$ cat src/rtl/swd_pkg.sv
package swd_pkg;

    typedef enum logic {
        SRC_BUS = 1'b0,
        SRC_PIN = 1'b1
    } wake_src_e;

    typedef struct packed {
        logic      pin_ref;
        logic      armed;
        logic      fired;
        logic      rec_seen;
        logic      wake;
        wake_src_e src;
    } det_state_t;

endpackage

$ cat src/rtl/swd_sync2.sv
module swd_sync2 #(
    parameter int unsigned       W       = 1,
    parameter logic [W-1:0]      RST_VAL = '0
) (
    input  logic         clk_i,
    input  logic         rst_ni,
    input  logic [W-1:0] raw_i,
    output logic [W-1:0] sync_o
);
    logic [W-1:0] s1_d, s1_q, s2_d, s2_q;

    always_comb begin
        s1_d = raw_i;
        s2_d = s1_q;
    end

    always_ff @(posedge clk_i or negedge rst_ni) begin
        if (!rst_ni) begin
            s1_q <= RST_VAL;
            s2_q <= RST_VAL;
        end else begin
            s1_q <= s1_d;
            s2_q <= s2_d;
        end
    end

    assign sync_o = s2_q;
endmodule

$ cat src/rtl/swd_qual_filter.sv
module swd_qual_filter #(
    parameter int unsigned CYC = 16
) (
    input  logic clk_i,
    input  logic rst_ni,
    input  logic clr_i,
    input  logic cond_i,
    output logic hit_o
);
    localparam int unsigned CW  = (CYC < 2) ? 1 : $clog2(CYC);
    localparam logic [CW-1:0] TOP = CW'(CYC - 1);

    logic [CW-1:0] cnt_d, cnt_q;

    always_comb begin
        cnt_d = cnt_q;
        if (clr_i || !cond_i) begin
            cnt_d = '0;
        end else if (cnt_q != TOP) begin
            cnt_d = cnt_q + CW'(1);
        end
        hit_o = cond_i && !clr_i && (cnt_q == TOP);
    end

    always_ff @(posedge clk_i or negedge rst_ni) begin
        if (!rst_ni) cnt_q <= '0;
        else         cnt_q <= cnt_d;
    end

    // a dropped condition or a clear always reloads the counter
    a_r4_reload: assert property (@(posedge clk_i) disable iff (!rst_ni)
        (!cond_i || clr_i) |=> (cnt_q == '0));
endmodule

$ cat src/rtl/sleep_wake_detector.sv
module sleep_wake_detector
    import swd_pkg::*;
#(
    parameter int unsigned BUS_CYC = 16,
    parameter int unsigned PIN_CYC = 12
) (
    input  logic clk_i,
    input  logic rst_ni,
    input  logic sleep_i,
    input  logic arm_i,
    input  logic bus_lvl_i,
    input  logic wake_pin_i,
    output logic wake_o,
    output logic wake_src_o
);
    localparam int unsigned NSRC = 2;
    localparam int unsigned IDX_BUS = 0;
    localparam int unsigned IDX_PIN = 1;

    logic [NSRC-1:0] raw, synced;
    logic            bus_s, pin_s;
    logic            active, flt_clr;
    logic            bus_cond, pin_cond, bus_hit, pin_hit;
    det_state_t      st_d, st_q;

    assign raw[IDX_BUS] = bus_lvl_i;
    assign raw[IDX_PIN] = wake_pin_i;

    swd_sync2 #(.W(NSRC), .RST_VAL(2'b01)) u_sync (
        .clk_i (clk_i),
        .rst_ni(rst_ni),
        .raw_i (raw),
        .sync_o(synced)
    );

    assign bus_s = synced[IDX_BUS];
    assign pin_s = synced[IDX_PIN];

    always_comb begin
        active   = sleep_i && st_q.armed && !st_q.fired && !arm_i;
        flt_clr  = !sleep_i || arm_i;
        bus_cond = active && st_q.rec_seen && !bus_s;
        pin_cond = active && (pin_s != st_q.pin_ref);
    end

    swd_qual_filter #(.CYC(BUS_CYC)) u_bus_flt (
        .clk_i (clk_i),
        .rst_ni(rst_ni),
        .clr_i (flt_clr),
        .cond_i(bus_cond),
        .hit_o (bus_hit)
    );

    swd_qual_filter #(.CYC(PIN_CYC)) u_pin_flt (
        .clk_i (clk_i),
        .rst_ni(rst_ni),
        .clr_i (flt_clr),
        .cond_i(pin_cond),
        .hit_o (pin_hit)
    );

    always_comb begin
        st_d      = st_q;
        st_d.wake = 1'b0;
        if (!sleep_i) begin
            st_d.armed    = 1'b0;
            st_d.fired    = 1'b0;
            st_d.rec_seen = 1'b0;
        end else if (arm_i) begin
            st_d.armed    = 1'b1;
            st_d.fired    = 1'b0;
            st_d.rec_seen = 1'b0;
            st_d.pin_ref  = pin_s;
        end else begin
            if (active && bus_s) st_d.rec_seen = 1'b1;
            if (bus_hit || pin_hit) begin
                st_d.wake  = 1'b1;
                st_d.fired = 1'b1;
                st_d.src   = bus_hit ? SRC_BUS : SRC_PIN;
            end
        end
    end

    always_ff @(posedge clk_i or negedge rst_ni) begin
        if (!rst_ni) begin
            st_q <= '{pin_ref: 1'b0, armed: 1'b0, fired: 1'b0,
                      rec_seen: 1'b0, wake: 1'b0, src: SRC_BUS};
        end else begin
            st_q <= st_d;
        end
    end

    assign wake_o     = st_q.wake;
    assign wake_src_o = st_q.src;

    // the pulse lasts exactly one cycle
    a_r9_single_pulse: assert property (@(posedge clk_i) disable iff (!rst_ni)
        wake_o |=> !wake_o);
    // once fired, nothing fires until re-armed
    a_r9_fired_blocks: assert property (@(posedge clk_i) disable iff (!rst_ni)
        (st_q.fired && !arm_i) |=> !wake_o);
    // no pulse follows a cycle outside Sleep
    a_r8_sleep_only: assert property (@(posedge clk_i) disable iff (!rst_ni)
        !sleep_i |=> !wake_o);
    // joint qualification gives the bus tag
    a_r10_bus_priority: assert property (@(posedge clk_i) disable iff (!rst_ni)
        (bus_hit && pin_hit) |=> (wake_o && wake_src_o == SRC_BUS));
    // a pin-tagged pulse follows a level opposite to the reference
    a_r2_pin_opposes_ref: assert property (@(posedge clk_i) disable iff (!rst_ni)
        (wake_o && wake_src_o == SRC_PIN) |-> $past(pin_s != st_q.pin_ref));
    // a bus-tagged pulse follows a dominant synchronized bus
    a_r5_bus_dominant: assert property (@(posedge clk_i) disable iff (!rst_ni)
        (wake_o && wake_src_o == SRC_BUS) |-> $past(!bus_s));
endmodule

$ cat config.mk
export PLATFORM = sky130hd
export DESIGN_NAME = sleep_wake_detector
export DESIGN_NICKNAME = d
export VERILOG_FILES = /design/src/rtl/swd_pkg.sv /design/src/rtl/swd_sync2.sv /design/src/rtl/swd_qual_filter.sv /design/src/rtl/sleep_wake_detector.sv
export SDC_FILE = /design/constraint.sdc
export NUM_CORES = 1
export LEC_CHECK = 0
export ABC_AREA = 1
export BUFFER_PORTS_ARGS = -buffer_cell sky130_fd_sc_hd__buf_2
export CORE_ASPECT_RATIO = 0.9
export CORE_MARGIN = 1
export CORE_UTILIZATION = 50
export DETAILED_ROUTE_END_ITERATION = 8
export GPL_ROUTABILITY_DRIVEN = 0
export PLACE_DENSITY = 0.8
export SYNTH_ARGS = -nofsm -noshare
export SYNTH_HDL_FRONTEND = slang
export SYNTH_HIERARCHICAL = 1
export SYNTH_SLANG_ARGS = --single-unit
$ cat constraint.sdc
create_clock -name clk_i -period 1.3 [get_ports clk_i]
set_clock_uncertainty 0.05 [all_clocks]
set_input_delay 0 -clock clk_i [delete_from_list [all_inputs] [get_ports clk_i]]
set_output_delay 0 -clock clk_i [all_outputs]
set_load 0.02 [all_outputs]
; ---- Word-level counts from Yosys, hierarchy flattened
; Index checks and enable logic that the tools add are counted.
[classes]
n_addsub = 2
mul = 0
n_div = 0
magnitude_cmp = 0
eq_ne = 8
shifts = 0
mux = 13
bitwise_logic = 1
reduce_logical = 26
[ops]
columns = op, count
row1 = 4-bit 2-to-1 mux, 4
row2 = 1-bit logical AND, 11
row3 = "4-bit by 1-bit adder with 4-bit output, second input constant", 2
row4 = "4-bit equality test, second input constant", 2
row5 = 2-bit 2-to-1 mux, 4
row6 = "4-bit != test, second input constant", 2
row7 = 1-bit logical NOT, 7
row8 = "3-bit by 1-bit != test with 1-bit output, second input constant", 2
row9 = 1-bit logical OR, 4
row10 = 1-bit 2-to-1 mux, 4
row11 = 2-bit nonzero test, 2
row12 = 3-bit 2-to-1 mux, 1
row13 = 3-bit AND reduction, 1
row14 = "2-bit by 1-bit != test with 1-bit output, second input constant", 1
row15 = 2-bit AND reduction, 1
row16 = 1-bit != test, 1
row17 = 1-bit inverter, 1
[word_totals]
regBits = 18
latch_bits = 0
mem_bits_rw = 0
romBits = 0
inputBits = 6
elab_cells = 60
n_memories = 0

; ---- Longest topological paths before layout
; Gate-level depths: netlist (run 1).
[depth]
ltp_word = 11
ltp_mapped = 11

; ---- By module
; Netlist (run 1), hierarchy kept.
[modules_own_cells]
columns = mod, n_inst, cells_each, area_each_um2
row1 = sleep_wake_detector, 1, 37, 304.0
row2 = swd_qual_filter at u_bus_flt, 1, 29, 227.7
row3 = swd_qual_filter at u_pin_flt, 1, 26, 216.5
row4 = swd_sync2, 1, 4, 102.6

; ---- Least setup slack after synthesis (run 1)
; OpenSTA, ideal clock, no wires.
[synth_path]
path_type = flip-flop to flip-flop
from = reg st_q[3] (netlist bit)
to = reg st_q (netlist bit wake_src_o)
setup_time_ps = 117
arrival_ps = 1126
required_ps = 1133
slack_ps = 7
stages_incl_launch_ff = 11
n_path_buf = 0
synth_period_minus_slack_ps = 1293
path_cell_list = dfrtp_1 > nor2_2 > nand2_1 > nor2_1 > nand2_1 > nor2_4 > inv_1 > nand2_1 > nand2_4 > nand2_2 > nand2_1
[synth_via]
elab_chain_cells = 9
[synth_lines]
columns = element, line
row1 = start: declaration, sleep_wake_detector.sv:24  ; det_state_t st_d, st_q;
row2 = start signal: assignment, sleep_wake_detector.sv:86  ; st_q <= '{pin_ref: 1'b0, armed: 1'b0, fired: 1'b0,
row3 = start signal: assignment, sleep_wake_detector.sv:89  ; st_q <= st_d;
row4 = 1-bit logical NOT *, sleep_wake_detector.sv:40  ; active = sleep_i && st_q.armed && !st_q.fired && !arm_i;
row5 = 1-bit logical AND * (2 in a row), sleep_wake_detector.sv:40
row6 = 1-bit logical AND * (2 in a row), sleep_wake_detector.sv:42  ; bus_cond = active && st_q.rec_seen && !bus_s;
row7 = named net bus_cond, sleep_wake_detector.sv:23  ; logic bus_cond, pin_cond, bus_hit, pin_hit;
row8 = 1-bit logical AND * (2 in a row), swd_qual_filter.sv:22  ; hit_o = cond_i && !clr_i && (cnt_q == TOP);
row9 = named net bus_hit, sleep_wake_detector.sv:23
row10 = 1-bit logical OR, sleep_wake_detector.sv:76  ; if (bus_hit || pin_hit) begin
row11 = 3-bit AND reduction (no line), --
; Mark *: on every way through the listed nets, which the timed path passes. The rest lies on a longest branch.
; A chain may end at the register's enable or synchronous reset.

; ---- Worst setup path after layout (run 1)
[layout_path]
from = reg st_q[3] (netlist bit)
to = reg st_q (netlist bit wake_src_o)
[layout_rtl]
columns = element, line
row1 = 1-bit logical NOT, sleep_wake_detector.sv:40
row2 = 1-bit logical AND (2 in a row), sleep_wake_detector.sv:40
row3 = 1-bit logical AND, sleep_wake_detector.sv:43  ; pin_cond = active && (pin_s != st_q.pin_ref);
row4 = named net pin_cond, sleep_wake_detector.sv:23
row5 = 1-bit logical AND (2 in a row), swd_qual_filter.sv:22
row6 = named net pin_hit, sleep_wake_detector.sv:23
row7 = 1-bit logical OR, sleep_wake_detector.sv:76
row8 = 3-bit AND reduction (no line), --
; The timed path passes the listed nets, and every way through them passes these cells.

==> PnR_summary.wiki, run 1 <==
{| class="wikitable"
! Metric !! Value
|-
| Status || finished, violations left
|-
| Failing checks || setup timing
|-
| Leading cell types by total area after synthesis || dfrtp_1 47%, nand2_1 14%, dfstp_2 6.2%
|-
| Int Power || 0.780 mW
|-
| Switching power summed over all nets || 0.218 mW
|-
| # fillers || 113
|-
| Switching part of the total || 21.8%
|-
| Power Density || 912 nW/um^2
|-
| Clk pwr share || 33.9%
|-
| Hold Violations, Final || 0
|-
| Total Routing Usage GR || 19.9%
|-
| Pin count of the biggest net entering global routing || 19
|-
| Sink Count || 18
|-
| Setup repair after global routing missed its margin || true
|-
| Start-to-end type of the worst setup path || flop to flop
|-
| Time the worst path needs with I/O delays and setup || 1.37 ns
|-
| Cell area after synthesis || 851 sq um
|-
| Crit path max-delay family || simple AND/OR/NAND/NOR gates
|-
| Max-slew violations || 0
|-
| Launch point of the worst path || st_q[3]$_DFFE_PN0P_
|-
| Worst slew slack as a fraction of its limit || 74.7%
|-
| Min setup slack post-route || -0.0673 ns
|-
| Cell with the most instances on the worst path || nand2_2
|-
| Arrival time of the worst setup path || 1.52 ns
|-
| Fraction of layout instances using a drive strength above 1 || 35.8%
|-
| Largest family of logic cells by synthesized area || simple AND/OR/NAND/NOR gates
|-
| First-pass GRT wire length || 2440 um
|-
| Highest attainable clock frequency || 731 MHz
|-
| Vias || 642
|-
| Max IR drop VDD || 0.762 mV
|-
| Number of global-route vias before repair || 595
|-
| Type of destination of the critical path || flop
|-
| Core Box Area || 1510 sq um
|-
| Max H-tree Level || 1
|-
| TritonCTS clock tree || done
|-
| Area fraction in and, or, nand and nor cells after synthesis || 35.0%
|-
| Critical path peak fanout || 3
|-
| Post-synthesis cell count || 96
|-
| Number of non-filler instances in the completed layout || 142
|-
| Root buffer cell || clkbuf_4
|-
| Mean instance size in the synthesized netlist || 8.86 sq um
|-
| Critical path startpoint category || flop
|-
| Longest Clk Path Bufs || 2
|-
| Combinational share of power || 7.7%
|-
| Yosys warnings || 6
|-
| WP data required || 1.45 ns
|-
| Post-place setup slack || -0.125 ns
|-
| Floorplan die area || 1870 sq um
|-
| Relative area change from synthesis to final layout || 28.5%
|-
| Total gr overflow || 0
|-
| Number of detailed-route iterations in the first pass || 4
|-
| Sequential-to-total area share from yosys stat || 53.2%
|-
| Count of buffers from port buffering || 7
|-
| Launch instance of the worst min-delay path || sleep_i
|-
| Max Cap Viol || 0
|-
| Pleak || 0.580 nW
|-
| Mapped Nets || 104
|-
| Clock Latency Late Sink || 0.29 ns
|-
| Netlist cell types || 17
|-
| Source of the worst register-to-register timing path || st_q[3]$_DFFE_PN0P_
|-
| Height of the die || 41.1 um
|-
| Horizontal die dimension || 45.5 um
|-
| Post-synthesis sequential element count || 18
|-
| Row count || 13
|-
| Number of design-rule violations left by the first detailed-router iteration || 12
|-
| Final Routed Wirelength || 1460 um
|-
| Estimated wirelength of the detail-placed design || 983 um
|-
| Adder and majority cell fraction of the synthesized area || 2.94%
|-
| Number of antenna violations at the first check in global routing || 0
|-
| Cts bufs inserted || 3
|-
| Post-DRT Antenna Nets || 0
|-
| Post-synthesis xor/xnor area fraction || 2.06%
|-
| Library cell with the largest summed area after synthesis || dfrtp_1
|-
| Via density per instance || 4.52
|-
| Part of the power in registers || 58.4%
|-
| Share of Yosys cell area claimed by the top area cell type || 47.1%
|-
| Instance count after placement with tap cells included || 131
|-
| Transition time at the pin with the least slew margin || 0.380 ns
|-
| Diode count || 0
|-
| DR WL/cell || 10.3 um
|-
| Slowest CP cell || dfrtp_1
|-
| CP bufs+invs || 1
|-
| Period utilization || 105%
|-
| CP peak stage delay || 0.41 ns
|-
| Cells along the critical path || nor2_2 > nand2_2 > nor2_2 > nand2_2 > nor2_4 > inv_2 > nand2_2 > nand2_4 > nand2_2 > nand2_1
|-
| Final Setup Violations || 4
|-
| DRC viols || 0
|-
| Type of the worst min-delay path || primary input to flop
|-
| Initial Utilization || 56.2%
|-
| Number of top-level pins || 8
|-
| Synth Area in Compound Gates || 0.588%
|-
| Portion of netlist area occupied by mux cells || 0%
|-
| Clock transition at the register clock pins on the worst setup and hold paths after CTS || 0.10 ns
|-
| Final #Nets || 129
|}
[state kept, by name (all words and copies together), names as in the netlist]
name / count
wake_o: 1
u_sync/sync_o: 2
u_pin_flt/cnt_q: 4
st_q: 4
wake_src_o: 1
u_sync/s1_q: 2
u_bus_flt/cnt_q: 4
[repair_timing]
| item | CTS | global route |
|---|---|---|
| resized for setup | 8 | 7 |
| setup buffers | 1 | 0 |
| endpoints found under the hold margin | 23 | 0 |
| hold buffers | 6 | 0 |
| setup endpoints to repair | 7 | 11 |
| pin swaps | 11 | 10 |
[power groups by stage]
stage               clock network [mW]  logic, mW  registers [mW]
global placement                     0     0.0539           0.593
finish                           0.338     0.0766           0.583
floorplan                            0     0.0285           0.592
CTS                              0.353     0.0735           0.583
global route                     0.384     0.0860           0.585
detailed placement                   0     0.0555           0.594
[per-layer routing]
layer  share of wire, %  wire, um  track usage [%]  vias up
met1                 45       655             24.0      293
met4                  0         0             4.55        0
li1                   -         -                -      338
met3                3.8        56             7.93        0
met5                  0         0                0        -
met2                 51       746             33.6       11
[cells in the mapped netlist]
library cell / number
nand2_1: 31
nand2_4: 1
nor2_2: 1
nor2_8: 1
nand3b_1: 1
o21ai_0: 1
nand2_2: 1
nor2_4: 3
nand3_1: 7
dfstp_2: 2
xnor2_1: 2
ha_1: 2
nand3_2: 2
dfrtp_1: 16
inv_1: 11
nor2_1: 11
inv_2: 3
[worst min-delay path: stages]
cell and delay [ns]:
buf_2 0.12, inv_2 0.09, nor2_8 0.05, nand2_1 0.05, nand2_1 0.04
[path summary, 6_finish.rpt]
path | slack (ns) | cells past startpoint | end
worst max-delay path | -0.07 | 10 | wake_src_o$_DFFE_PN0P_
worst min-delay path | 0.03 | 5 | st_q[3]$_DFFE_PN0P_
worst max register to register | -0.07 | 10 | wake_src_o$_DFFE_PN0P_
worst min register to register | 0.31 | 0 | u_sync/sync_o[0]$_DFF_PN1_
max in group asynchronous | 0.79 | 2 | u_sync/s1_q[0]$_DFF_PN1_
min in group asynchronous | 0.09 | 2 | st_q[3]$_DFFE_PN0P_
[logic make-up (layout without fill, tap and decap cells)]
family	Yosys count	in the layout
AO/OA/AOI/OAI	1	1
XOR/XNOR	2	2
adder cells (fa/ha/maj)	2	2
buffers and inverters	14	38
flip-flops	18	18
AND/OR/NAND/NOR	59	59
[final cells by class]
class / instances / area (sq um) / share of cell area (%)
inverters: 14 / 55.1 / 5.03
well taps: 22 / 27.5 / 2.52
flip-flops and latches: 18 / 453 / 41.4
clock buffers: 4 / 36.3 / 3.32
multi-input cells: 64 / 370 / 33.9
repair buffers: 20 / 151 / 13.8
[through the flow]
stage          setup TNS, ns  utilization [%]  hold WS, ns  total power [mW]  cell area (sq um)
2_1_floorplan              0                -       -0.346             0.621                851
3_3_place_gp         -0.0666             63.4       -0.110             0.647                958
3_5_place_dp          -0.202             63.4       -0.103             0.649                958
4_1_cts              -0.0560             71.3       0.0224              1.01               1080
5_1_grt               -0.971             72.3       0.0305              1.06               1090
6_report              -0.127             72.3       0.0336             0.998               1090
[layout by cell type (no fill, tap or decap), drive strengths merged]
cell and instances:
inv 14, buf 14, clkbuf 4, dfrtp 16
o21ai 1, nand3 9, nand2 33, nand3b 1
ha 2, nor2 16, dlygate4sd3 6, dfstp 2
xnor2 2
(Power assumes the default switching activity.)
==> run 2, diff against run 1 <==
Settings changed: CELL_PAD_IN_SITES_DETAIL_PLACEMENT set to 0, CELL_PAD_IN_SITES_GLOBAL_PLACEMENT set to 2, CORE_UTILIZATION 50 to 31.
==> run 2 against run 1 <==
Compared with the run above:
- flip-flop and latch count stayed put
- routed wire length up 0.14%
- utilization fell by 28 points
- first-iteration DRC count rose to 2.7 times the previous value
- clock power rose by 2%
- worst setup slack better by 0.046 ns
- sequential share of layout area down 0.61 points
- highest routed layer unchanged
- critical path depth is the same
- largest cell class unchanged
- largest power group unchanged
- maximum frequency grew 3.5%
- the run still ends with setup timing left
- critical path type unchanged
- non-clock buffer count grew 2
==> PnR_summary.wiki, run 2 (synthesis results as in run 1) <==
{| class="wikitable"
! Metric !! Value
|-
| Root buffer cell || clkbuf_4
|-
| Setup repair after global routing missed its margin || true
|-
| Final #Nets || 131
|-
| Transition time at the pin with the least slew margin || 0.405 ns
|-
| Most common cell after layout, fill and taps aside || nand2_1
|-
| Largest registers in the final layout || st_q: 4 flops, u_bus_flt/cnt_q: 4 flops, u_pin_flt/cnt_q: 4 flops
|-
| Area used by sequential logic in the layout || 453 sq um
|-
| Instance count after placement with tap cells included || 137
|-
| Number of antenna violations at the first check in global routing || 0
|-
| Diode count || 0
|-
| Horizontal die dimension || 57.2 um
|-
| Estimated wirelength of the detail-placed design || 1020 um
|-
| Number of design-rule violations left by the first detailed-router iteration || 32
|-
| Power Density || 902 nW/um^2
|-
| Max-slew violations || 0
|-
| End point of the most critical hold path || st_q[2]$_DFFE_PN0P_
|-
| TritonCTS clock tree || done
|-
| Pin count of the biggest net entering global routing || 19
|-
| Cell area after layout || 1110 sq um
|-
| Start-to-end type of the worst setup path || flop to flop
|-
| Hold path depth || 4
|-
| Final cell utilization of the core || 43.8%
|-
| Total Routing Usage GR || 11.7%
|-
| Min setup slack post-route || -0.0211 ns
|-
| Total gr overflow || 0
|-
| Worst slew slack as a fraction of its limit || 73.0%
|-
| Hold Violations, Final || 0
|-
| Clock Latency Late Sink || 0.29 ns
|-
| Highest attainable clock frequency || 757 MHz
|-
| Initial Utilization || 33.6%
|-
| Max Cap Viol || 0
|-
| Floorplan die area || 2960 sq um
|-
| Fraction of layout instances using a drive strength above 1 || 34.4%
|-
| DR WL/cell || 9.73 um
|-
| Worst R2R End || wake_src_o$_DFFE_PN0P_
|-
| Period utilization || 102%
|-
| Core Box Area || 2530 sq um
|-
| Post-Place Cell Area || 966 sq um
|-
| CP peak stage delay || 0.40 ns
|-
| Multi-input logic area || 365 sq um
|-
| Register-to-Register Path Depth || 10
|-
| Row count || 17
|-
| WP data required || 1.44 ns
|-
| Time the worst path needs with I/O delays and setup || 1.32 ns
|-
| Slowest CP cell || dfrtp_1
|-
| Critical path startpoint category || flop
|-
| Via density per instance || 4.27
|-
| Number of top-level pins || 8
|-
| Number of global-route vias before repair || 642
|-
| Number of detailed-route iterations in the first pass || 3
|-
| Arrival time of the worst setup path || 1.47 ns
|-
| Cells along the critical path || nor2_2 > nand2_2 > nor2_4 > nand2_2 > nor2_4 > inv_2 > nand2_2 > nand2_4 > nand2_2 > nand2_1
|-
| Source of the worst register-to-register timing path || st_q[3]$_DFFE_PN0P_
|-
| Cts bufs inserted || 3
|-
| TNS Setup || -0.0211 ns
|-
| Final Routed Wirelength || 1460 um
|-
| Worst reg-to-reg setup slack || -0.02 ns
|-
| Type of destination of the critical path || flop
|-
| Final Setup Violations || 1
|-
| Commonest cells after routing, fill and taps aside || 27 x nand2_1, 16 x dfrtp_1, 9 x nor2_1
|-
| Longest Clk Path Bufs || 2
|-
| Count of buffers from port buffering || 7
|-
| Pleak || 0.590 nW
|-
| Total power || 1.00 mW
|-
| Cell with the most instances on the worst path || nand2_2
|-
| Sink Count || 18
|-
| Clock transition at the register clock pins on the worst setup and hold paths after CTS || 0.10 ns
|-
| # fillers || 249
|-
| Number of non-filler instances in the completed layout || 150
|-
| Vias || 640
|-
| Height of the die || 51.7 um
|-
| Status || finished, violations left
|-
| Post-DRT Antenna Nets || 0
|-
| First-pass GRT wire length || 2570 um
|-
| Critical path peak fanout || 3
|-
| Relative area change from synthesis to final layout || 30.4%
|-
| Max IR drop VDD || 0.426 mV
|-
| Type of the worst min-delay path || primary input to flop
|-
| Failing checks || setup timing
|-
| Max H-tree Level || 1
|-
| Launch instance of the worst min-delay path || arm_i
|-
| DRC viols || 0
|}
[run 2: changes by cell type in the layout (fill, tap and decap cells not counted)]
cell,before,now
inv_2,6,5
buf_4,6,8
buf_6,1,0
nand3_1,6,7
inv_1,7,8
nand3_2,3,2
dlygate4sd3_1,6,7
[run 2: per-stage QoR]
step,worst slack (ns),hold slack [ns]
floorplan,0.00732,-0.346
global placement,-0.0691,-0.0940
detailed placement,-0.0868,-0.0915
CTS,-0.0653,0.000194
global route,-0.104,-0.000781
finish,-0.0211,0.00949
[run 2: power by group]
| part | switching (mW) | internal (mW) | leakage [nW] |
|---|---|---|---|
| clock | 0.173 | 0.171 | 0.0210 |
| combinational | 0.0423 | 0.0327 | 0.332 |
| sequential | 0.00660 | 0.576 | 0.237 |
[run 2: worst max path at each step]
stage / from / to / slack (ns) / depth (start not counted)
finish: st_q[3]$_DFFE_PN0P_ / wake_src_o$_DFFE_PN0P_ / -0.02 / 10
global route: st_q[4]$_DFFE_PN0N_ / wake_src_o$_DFFE_PN0P_ / -0.10 / 11
CTS: st_q[4]$_DFFE_PN0N_ / wake_src_o$_DFFE_PN0P_ / -0.07 / 11
detailed placement: st_q[3]$_DFFE_PN0P_ / wake_src_o$_DFFE_PN0P_ / -0.09 / 10
global placement: st_q[3]$_DFFE_PN0P_ / wake_src_o$_DFFE_PN0P_ / -0.07 / 10
floorplan: st_q[3]$_DFFE_PN0P_ / wake_src_o$_DFFE_PN0P_ / 0.007 / 10
[run 2: per-layer routing]
layer  routed length, um  share of wire (%)  GRT usage (%)
met1                 646                 44           13.2
met2                 773                 53           21.6
met3                  40                2.7           4.48
met4                   0                  0           1.22
met5                   0                  0              0
[run 2: critical path, delay by kind of cell (launching register included)]
kind | cells | cell delay, ns
flops | 1 | 0.40
buf+inv | 1 | 0.05
simple gates | 9 | 0.71
[run 2: what timing repair did]
item                       CTS  global route
hold buffers                 7             0
setup endpoints to repair    3            11
buffers inserted             1             1
pin swaps                   11             6
hold endpoints to repair    22             0
resized for setup            6             6
[run 2: layout make-up]
cell class / instances / area share [%]
repair buffers: 22 / 14.9
clock buffers: 4 / 3.27
multi-input cells: 64 / 32.9
well taps: 28 / 3.16
inverters: 14 / 4.96
flip-flops and latches: 18 / 40.8
==> run 3, diff against run 2 <==
==> constraint.sdc (replaced) <==
create_clock -name clk_i -period 1.3 [get_ports clk_i]
set_clock_uncertainty 0.05 [all_clocks]
set_input_delay 0.26 -clock clk_i [delete_from_list [all_inputs] [get_ports clk_i]]
set_output_delay 0.26 -clock clk_i [all_outputs]
set_load 0.02 [all_outputs]
==> run 3 against run 2 <==
Compared with the run above:
- the run still ends with setup timing left
- routed wire length rose by 2.1%
- sequential power is essentially flat
- combinational power shrank 0.7%
- sequential share of layout area increased by 0.47 points
- maximum frequency decreased by 1.0%
- largest cell class unchanged
==> PnR_summary.wiki, run 3 (synthesis results as in run 1) <==
{| class="wikitable"
! Metric !! Value
|-
| Status || finished, violations left
|-
| Failing checks || setup timing
|-
| First-pass GRT wire length || 2790 um
|-
| Height of the die || 51.7 um
|-
| CP bufs+invs || 1
|-
| DR WL/cell || 9.87 um
|-
| Number of global-route vias before repair || 669
|-
| Critical path startpoint category || flop
|-
| Worst R2R End || wake_src_o$_DFFE_PN0P_
|-
| Number of top-level pins || 8
|-
| Largest registers in the final layout || st_q: 4 flops, u_bus_flt/cnt_q: 4 flops, u_pin_flt/cnt_q: 4 flops
|-
| Power Density || 917 nW/um^2
|-
| Relative area change from synthesis to final layout || 29.0%
|-
| Via density per instance || 4.35
|-
| Post-Place Cell Area || 1000 sq um
|-
| Commonest cells after routing, fill and taps aside || 27 x nand2_1, 16 x dfrtp_1, 13 x buf_4
|-
| Max-slew violations || 0
|-
| Period utilization || 103%
|-
| Count of buffers from port buffering || 7
|-
| Highest attainable clock frequency || 749 MHz
|-
| Root buffer cell || clkbuf_4
|-
| CP peak stage delay || 0.36 ns
|-
| Final Routed Wirelength || 1490 um
|-
| Fraction of layout instances using a drive strength above 1 || 36.6%
|-
| Longest Clk Path Bufs || 2
|-
| End point of the most critical hold path || st_q[4]$_DFFE_PN0N_
|-
| Type of destination of the critical path || flop
|-
| Pleak || 0.600 nW
|-
| Sink Count || 18
|-
| Max Cap Viol || 0
|-
| Estimated wirelength of the detail-placed design || 1110 um
|-
| Hold path depth || 4
|-
| Most common cell after layout, fill and taps aside || nand2_1
|-
| Setup repair after global routing missed its margin || true
|-
| Pin count of the biggest net entering global routing || 19
|-
| Total Routing Usage GR || 12.7%
|-
| Diode count || 0
|-
| Horizontal die dimension || 57.2 um
|-
| Cells along the critical path || nand2_1 > nor2_2 > nand2_2 > nor2_2 > nand2_2 > nor2_4 > inv_2 > nand2_2 > nand2_4 > nand2_2 > nand2_1
|-
| Type of the worst min-delay path || primary input to flop
|-
| Worst slew slack as a fraction of its limit || 73.2%
|-
| Floorplan die area || 2960 sq um
|-
| Worst reg-to-reg setup slack || -0.03 ns
|-
| Number of antenna violations at the first check in global routing || 0
|-
| Arrival time of the worst setup path || 1.48 ns
|-
| Max IR drop VDD || 0.677 mV
|-
| Clock transition at the register clock pins on the worst setup and hold paths after CTS || 0.11 ns
|-
| Time the worst path needs with I/O delays and setup || 1.33 ns
|-
| TNS Setup || -0.0498 ns
|-
| Max H-tree Level || 1
|-
| Register-to-Register Path Depth || 11
|-
| Clock Latency Late Sink || 0.29 ns
|-
| Launch instance of the worst min-delay path || sleep_i
|-
| DRC viols || 0
|-
| Critical path peak fanout || 3
|-
| Final #Nets || 132
|-
| Initial Utilization || 33.6%
|-
| Hold Violations, Final || 0
|-
| Number of design-rule violations left by the first detailed-router iteration || 33
|-
| Transition time at the pin with the least slew margin || 0.402 ns
|-
| Cell area after layout || 1100 sq um
|-
| Slowest CP cell || dfrtp_1
|-
| Crit path max-delay family || simple AND/OR/NAND/NOR gates
|-
| Vias || 657
|-
| Cts bufs inserted || 3
|-
| WP data required || 1.45 ns
|-
| Total gr overflow || 0
|-
| Min setup slack post-route || -0.0345 ns
|-
| Number of detailed-route iterations in the first pass || 4
|-
| Core Box Area || 2530 sq um
|-
| Post-DRT Antenna Nets || 0
|-
| Start-to-end type of the worst setup path || flop to flop
|-
| Source of the worst register-to-register timing path || st_q[4]$_DFFE_PN0N_
|-
| Row count || 17
|-
| Final Setup Violations || 2
|-
| Cell with the most instances on the worst path || nand2_2
|-
| TritonCTS clock tree || done
|-
| Total power || 1.01 mW
|}
[run 3: routing by layer]
layer	global-route usage [%]	vias up	share of wire [%]	wire, um
met5	0	-	0	0
met4	1.22	0	0	0
met3	4.48	0	3.1	46
met2	24.5	6	51	753
met1	14.0	307	46	691
li1	-	344	-	-
[run 3: worst reg2reg max path: cells and delay by family (launching register included)]
kind,cells,cell delay [ns]
and+or+nand+nor,10,0.79
DFF,1,0.36
buffers and inverters,1,0.05
[run 3: through the flow]
stage | util (%) | hold WS [ns] | std cells | setup slack, ns
finish | 43.4 | 0.260 | 151 | -0.0345
global route | 43.4 | 0.285 | 151 | -0.145
CTS | 43.2 | 0.248 | 151 | -0.0676
detailed placement | 39.6 | 0.177 | 142 | -0.0928
global placement | 39.6 | 0.168 | 142 | -0.101
floorplan | - | -0.0856 | 96 | 0.00732
[run 3: cell type report]
cell class	count	area [sq um]
flip-flops and latches	18	453
multi-input cells	64	358
inverters	14	52.6
clock buffers	4	36.3
well taps	28	35.0
repair buffers	23	163
fillers	267	1430
[run 3: repair_timing]
action,in CTS,in global routing
resized for setup,4,3
setup buffers,2,0
hold endpoints to repair,18,0
hold buffers,3,0
pin swaps,10,1
endpoints found under the setup margin,3,11
[run 3: worst max path at each step]
stage | from | endpoint | slack (ns) | depth (start not counted)
2_1_floorplan | st_q[3]$_DFFE_PN0P_ | wake_src_o$_DFFE_PN0P_ | 0.007 | 10
3_3_place_gp | st_q[3]$_DFFE_PN0P_ | wake_src_o$_DFFE_PN0P_ | -0.10 | 10
3_5_place_dp | st_q[3]$_DFFE_PN0P_ | wake_src_o$_DFFE_PN0P_ | -0.09 | 10
4_1_cts | st_q[4]$_DFFE_PN0N_ | wake_src_o$_DFFE_PN0P_ | -0.07 | 11
5_1_grt | st_q[4]$_DFFE_PN0N_ | wake_src_o$_DFFE_PN0P_ | -0.15 | 11
6_report | st_q[4]$_DFFE_PN0N_ | wake_src_o$_DFFE_PN0P_ | -0.03 | 11
[run 3: where the power goes]
group | total [mW] | internal, mW | switching (mW) | leakage (nW)
registers | 0.583 | 0.576 | 0.00704 | 0.237
logic | 0.0745 | 0.0345 | 0.0399 | 0.342
clock network | 0.349 | 0.171 | 0.179 | 0.0210
total | 1.01 | 0.781 | 0.226 | 0.600
